==> src/rtl/dafir_pkg.sv <==
// Package dafir_pkg
// Shared sizing helpers for the bit-plane FIR filter.
// Assumes NTAPS*CW fits in MAX_COEF_BITS so that a coefficient vector can be
// passed to the constant functions below.
package dafir_pkg;

    localparam int MAX_COEF_BITS = 1024;

    // Width of one bit-plane partial sum: room for NTAPS coefficients.
    function automatic int psum_width(input int ntaps, input int cw);
        return cw + $clog2(ntaps + 1);
    endfunction

    // Width of the filter result: full product width plus tap growth plus margin.
    function automatic int out_width(input int ntaps, input int dw, input int cw);
        return dw + cw + $clog2(ntaps) + 1;
    endfunction

    // Sum of all unsigned coefficients packed CW bits apiece.
    function automatic int coef_total(input logic [MAX_COEF_BITS-1:0] coefs,
                                      input int ntaps, input int cw);
        int total;
        total = 0;
        for (int i = 0; i < ntaps; i++) begin
            for (int b = 0; b < cw; b++) begin
                if (coefs[i*cw + b]) total = total + (1 << b);
            end
        end
        return total;
    endfunction

endpackage

==> src/rtl/dafir_delay_line.sv <==
// Module dafir_delay_line
// Holds the NTAPS-1 most recent accepted samples and presents the full tap
// window {older samples..., current sample}. Tap 0 is the live input.
// Assumes NTAPS >= 2. The line shifts only when adv is high; rst_n is a
// synchronous active-low clear.
module dafir_delay_line #(
    parameter int NTAPS = 16,
    parameter int DW    = 4,
    localparam int RW   = (NTAPS - 1) * DW
) (
    input  logic                clk,
    input  logic                rst_n,
    input  logic                adv,
    input  logic [DW-1:0]       din,
    output logic [NTAPS*DW-1:0] taps
);

    logic [RW-1:0] hist_q;

    // Shift the stored history by one sample on each accepted input.
    always_ff @(posedge clk) begin
        if (!rst_n) begin
            hist_q <= '0;
        end else if (adv) begin
            if (RW > DW) begin
                hist_q <= {hist_q[RW-DW-1:0], din};
            end else begin
                hist_q <= din;
            end
        end
    end

    // Tap i lives at bits [i*DW +: DW]; tap 0 is the sample being accepted.
    assign taps = {hist_q, din};

endmodule

==> src/rtl/dafir_plane_sum.sv <==
// Module dafir_plane_sum
// Forms the partial sum for one bit plane: every tap whose bit is set adds
// its coefficient. The sum is registered when en is high.
// Assumes unsigned coefficients packed CW bits each in COEFS, tap i at
// bits [i*CW +: CW].
module dafir_plane_sum #(
    parameter int                    NTAPS = 16,
    parameter int                    CW    = 4,
    parameter logic [NTAPS*CW-1:0]   COEFS = '0,
    localparam int                   PSW   = dafir_pkg::psum_width(NTAPS, CW)
) (
    input  logic             clk,
    input  logic             rst_n,
    input  logic             en,
    input  logic [NTAPS-1:0] plane_bits,
    output logic [PSW-1:0]   psum_q
);

    logic [PSW-1:0] psum_d;

    // Select-and-add: a 1 bit in tap i contributes coefficient i.
    always_comb begin
        psum_d = '0;
        for (int i = 0; i < NTAPS; i++) begin
            if (plane_bits[i]) begin
                psum_d = psum_d + PSW'(COEFS[i*CW +: CW]);
            end
        end
    end

    // Capture the plane sum for the sample accepted this cycle.
    always_ff @(posedge clk) begin
        if (!rst_n) begin
            psum_q <= '0;
        end else if (en) begin
            psum_q <= psum_d;
        end
    end

endmodule

==> src/rtl/dafir_shift_add.sv <==
// Module dafir_shift_add
// Weights plane b by 2^b, adds all planes and registers the result when en
// is high. Assumes OW is wide enough for the weighted total (sized by the
// package helpers); the result holds while en is low.
module dafir_shift_add #(
    parameter int  DW  = 4,
    parameter int  PSW = 9,
    parameter int  OW  = 13
) (
    input  logic              clk,
    input  logic              rst_n,
    input  logic              en,
    input  logic [DW*PSW-1:0] psums,
    output logic [OW-1:0]     result_q
);

    logic [OW-1:0] total_d;

    // Shift each plane sum by its bit position and accumulate.
    always_comb begin
        total_d = '0;
        for (int b = 0; b < DW; b++) begin
            total_d = total_d + (OW'(psums[b*PSW +: PSW]) << b);
        end
    end

    // Register the combined result for a valid stage-one entry.
    always_ff @(posedge clk) begin
        if (!rst_n) begin
            result_q <= '0;
        end else if (en) begin
            result_q <= total_d;
        end
    end

endmodule

==> src/rtl/dafir_filter.sv <==
// Module dafir_filter (top)
// Multiplierless unsigned FIR filter built from bit-plane partial sums.
// Stage 1 registers one partial sum per sample bit; stage 2 registers the
// shift-and-add result. A sample accepted at edge t yields out_valid after
// edge t+1. Assumes unsigned samples and coefficients; synchronous
// active-low reset.
module dafir_filter #(
    parameter int                   NTAPS = 16,
    parameter int                   DW    = 4,
    parameter int                   CW    = 4,
    parameter logic [NTAPS*CW-1:0]  COEFS = 64'hFEDC_BA98_7654_3210,
    localparam int                  PSW   = dafir_pkg::psum_width(NTAPS, CW),
    localparam int                  OW    = dafir_pkg::out_width(NTAPS, DW, CW)
) (
    input  logic          clk,
    input  logic          rst_n,
    input  logic          in_valid,
    input  logic [DW-1:0] in_data,
    output logic          out_valid,
    output logic [OW-1:0] out_data
);

    logic [NTAPS*DW-1:0] taps;
    logic [NTAPS-1:0]    plane_bits [DW];
    logic [DW*PSW-1:0]   psums;
    logic                stage1_v_q;

    // Tap window: current sample plus delayed history.
    dafir_delay_line #(
        .NTAPS (NTAPS),
        .DW    (DW)
    ) delay_i (
        .clk   (clk),
        .rst_n (rst_n),
        .adv   (in_valid),
        .din   (in_data),
        .taps  (taps)
    );

    // One partial-sum unit per sample bit position.
    for (genvar b = 0; b < DW; b++) begin : g_plane
        for (genvar i = 0; i < NTAPS; i++) begin : g_bit
            assign plane_bits[b][i] = taps[i*DW + b];
        end

        dafir_plane_sum #(
            .NTAPS (NTAPS),
            .CW    (CW),
            .COEFS (COEFS)
        ) plane_i (
            .clk        (clk),
            .rst_n      (rst_n),
            .en         (in_valid),
            .plane_bits (plane_bits[b]),
            .psum_q     (psums[b*PSW +: PSW])
        );
    end

    // Valid tag that travels alongside the stage-one partial sums.
    always_ff @(posedge clk) begin
        if (!rst_n) begin
            stage1_v_q <= 1'b0;
        end else begin
            stage1_v_q <= in_valid;
        end
    end

    // Weighted combine of all planes into the result register.
    dafir_shift_add #(
        .DW  (DW),
        .PSW (PSW),
        .OW  (OW)
    ) combine_i (
        .clk      (clk),
        .rst_n    (rst_n),
        .en       (stage1_v_q),
        .psums    (psums),
        .result_q (out_data)
    );

    // Output strobe: one pulse per stage-one entry.
    always_ff @(posedge clk) begin
        if (!rst_n) begin
            out_valid <= 1'b0;
        end else begin
            out_valid <= stage1_v_q;
        end
    end

endmodule

==> config.mk <==
export PLATFORM = sky130hd
export DESIGN_NAME = dafir_filter
export DESIGN_NICKNAME = d
export VERILOG_FILES = /design/src/rtl/dafir_pkg.sv /design/src/rtl/dafir_delay_line.sv /design/src/rtl/dafir_plane_sum.sv /design/src/rtl/dafir_shift_add.sv /design/src/rtl/dafir_filter.sv
export SDC_FILE = /design/constraint.sdc
export NUM_CORES = 1
export LEC_CHECK = 0
export BUFFER_PORTS_ARGS = -buffer_cell sky130_fd_sc_hd__buf_2
export CORE_MARGIN = 2
export CORE_UTILIZATION = 50
export CTS_BUF_LIST = sky130_fd_sc_hd__clkbuf_8
export CTS_CLUSTER_DIAMETER = 40
export DETAILED_ROUTE_END_ITERATION = 10
export PLACE_DENSITY = 0.68
export SLEW_MARGIN = 5
export SYNTH_ARGS = -nofsm -noshare
export SYNTH_HDL_FRONTEND = slang
export SYNTH_HIERARCHICAL = 1
export SYNTH_SLANG_ARGS = --single-unit
==> constraint.sdc <==
create_clock -name clk -period 7.53 [get_ports clk]
set_input_delay 1.1295 -clock clk [delete_from_list [all_inputs] [get_ports clk]]
set_output_delay 1.1295 -clock clk [all_outputs]
set_load 0.02 [all_outputs]
==> reports/metrics.cfg <==
[timing]
finalCriticalPeriod_ns=7.12
skew_ns=0.0210
max_freq_ghz=0.141
setup_ws_ns=0.415
worstMarginPinSlew_ns=1.02
rsz0062_at_grt=true
fin_crit_sh=0.945
setup_violations=0
slew_headroom=0.319
drv_slew=0
hold_viol=0

[worst_setup_path]
cp.required_ns=7.89
critical_path_arrival_ns=7.48
path_class=register to register
cp-end-kind=register
critPathMaxStageDelay_ns=0.41
worst-path-max-fanout=6
cp_slowest_cell=or3_1
critPathLaunchType=register
crit_top_cell=ha_1

[grt]
grt_pass1_wl_mm=51.9
grt_pass1_vias=10935
grt_max_degree=118
grt_busiest_layer=met2
overflow=0
grt_usage=0.200
grt_antenna_before_repair=0
grt_use_met2=0.328
met3_usage=0.0248
use_met1=0.287

[clock_tree]
cts_tree=built
path_clk_slew_ns=0.13
htree_levels=3
holdBufCountCts=0
insertion_delay_ns=0.42
cts_sinks=111
clock-root-buffer=clkbuf_8
cts_buffer_depth=2
numCtsBuffers=9

[drt]
drt.antenna.violating_nets=0
drt_pre_antenna_iters=5
wl_per_cell_microns=14.6
via_per_inst=5.78
drcViolationCount=0
drt-initial-drc-count=634
num_vias=12011
wirelength_mm=30.4

[die]
dieArea_sq_um=29800
design.core.area_sq_um=27900
ios=21
start_util=0.510
rows=61
fp.dieH_microns=173
die_w_microns=173

[hold_path]
worstHoldPathType=register to register

[final_layout]
final_cell_area_sq_um=15000
drive_gt1_frac=0.117
fin_nets=1783
syn_to_final_growth_pct=5.72
num_antenna_cells=0
nFillCells=2576

[power_and_ir_drop]
cellLeakagePower_nw=5.98
p_per_area_nw_per_um2=80.1
ir_drop_v=0.0000793
finalPower_mw=1.20

[synth]
yosysWarnings=6
syn_area_sq_um=14200
synth_cells=1720
syn-num-nets=1809
syn_area_per_cell_sq_um=8.26

[placed_design]
portBuffers=20
post-dp-hpwl_mm=23.1
gp_congestion=0.873
place_ws_ns=0.0511
place_area_sq_um=14500

[job]
drv_cap=0

[run_status]
status=finished, final reports clean

sequential cells by signal, indices dropped and copies added (netlist names):
name                    count
delay_i/hist_q             60
g_plane.plane_i/psum_q     36
out_valid                   1
stage1_v_q                  1
combine_i/result_q         13
through the flow:
| stage | hold slack, ns | TNS (ns) | cells | util |
|---|---|---|---|---|
| floorplan | 0.429 | 0 | 1720 | - |
| finish | 0.457 | 0 | 2077 | 0.539 |
| global placement | 0.442 | 0 | 2050 | 0.519 |
| global route | 0.477 | -0.147 | 2077 | 0.539 |
| CTS | 0.463 | 0 | 2066 | 0.526 |
| detailed placement | 0.447 | 0 | 2050 | 0.519 |
cells in the final DEF (no fill, tap or decap), drive strengths merged, types with 16 or more instances in the layout:
master,instances
xor2,54
or2,24
nand4,17
dfxtp,111
a31oi,24
inv,125
a21oi,45
o21a,29
o2111ai,16
o211a,36
a21o,21
o211ai,37
mux2i,108
ha,67
buf,36
nor2,112
xnor2,146
nor2b,96
and3,25
o21ai,50
and2,27
nand3,37
nor3,38
nand2,118
nand2b,16
a211oi,16
o31ai,19
what timing repair did:
item,in CTS,in global routing
buffers inserted,0,11
gates resized for setup,0,55
hold endpoints to repair,0,0
endpoints found under the setup margin,0,21
report_power, final:
| group | switching (mW) | internal (mW) | total [mW] | leakage (nW) |
|---|---|---|---|---|
| clock network | 0.242 | 0.130 | 0.372 | 0.0924 |
| logic | 0.127 | 0.0925 | 0.220 | 4.99 |
| registers | 0.0117 | 0.600 | 0.612 | 0.902 |
area by class of cell:
type | instances | area [sq um] | area share
multi-input combinational | 1414 | 11400 | 0.762
tap | 378 | 473 | 0.0315
inverter | 122 | 458 | 0.0305
clock buffer | 9 | 124 | 0.00824
clock inverter | 7 | 73.8 | 0.00491
sequential | 111 | 2230 | 0.148
timing repair buffer | 36 | 225 | 0.0150
worst max-delay path: cells and delay by family (launching register included):
family                   cells  cell delay (ns)
adder cells (fa/ha/maj)      7             2.05
flip-flops                   1             0.38
buffers and inverters        2             0.22
multiplexers                 1             0.16
AO/OA/AOI/OAI                7             1.69
AND/OR/NAND/NOR             12             2.13
XOR/XNOR                     3             0.44
worst paths after layout:
path                                       start                                        end  slack [ns]  depth (start not counted)
max               delay_i/hist_q[6]$_SDFFE_PN0P_  g_plane[2].plane_i/psum_q[8]$_SDFFE_PN0P_        0.41                         32
min          combine_i/result_q[12]$_SDFFE_PN0P_        combine_i/result_q[12]$_SDFFE_PN0P_        0.46                          2
max reg2reg       delay_i/hist_q[6]$_SDFFE_PN0P_  g_plane[2].plane_i/psum_q[8]$_SDFFE_PN0P_        0.41                         32
min reg2reg  combine_i/result_q[12]$_SDFFE_PN0P_        combine_i/result_q[12]$_SDFFE_PN0P_        0.46                          2
per-layer routing:
layer | wire (microns) | vias up
met5 | 0 | -
met4 | 187 | 0
met3 | 813 | 14
met2 | 13900 | 190
met1 | 15500 | 5645
li1 | - | 6162
(Power assumes the default switching activity.)
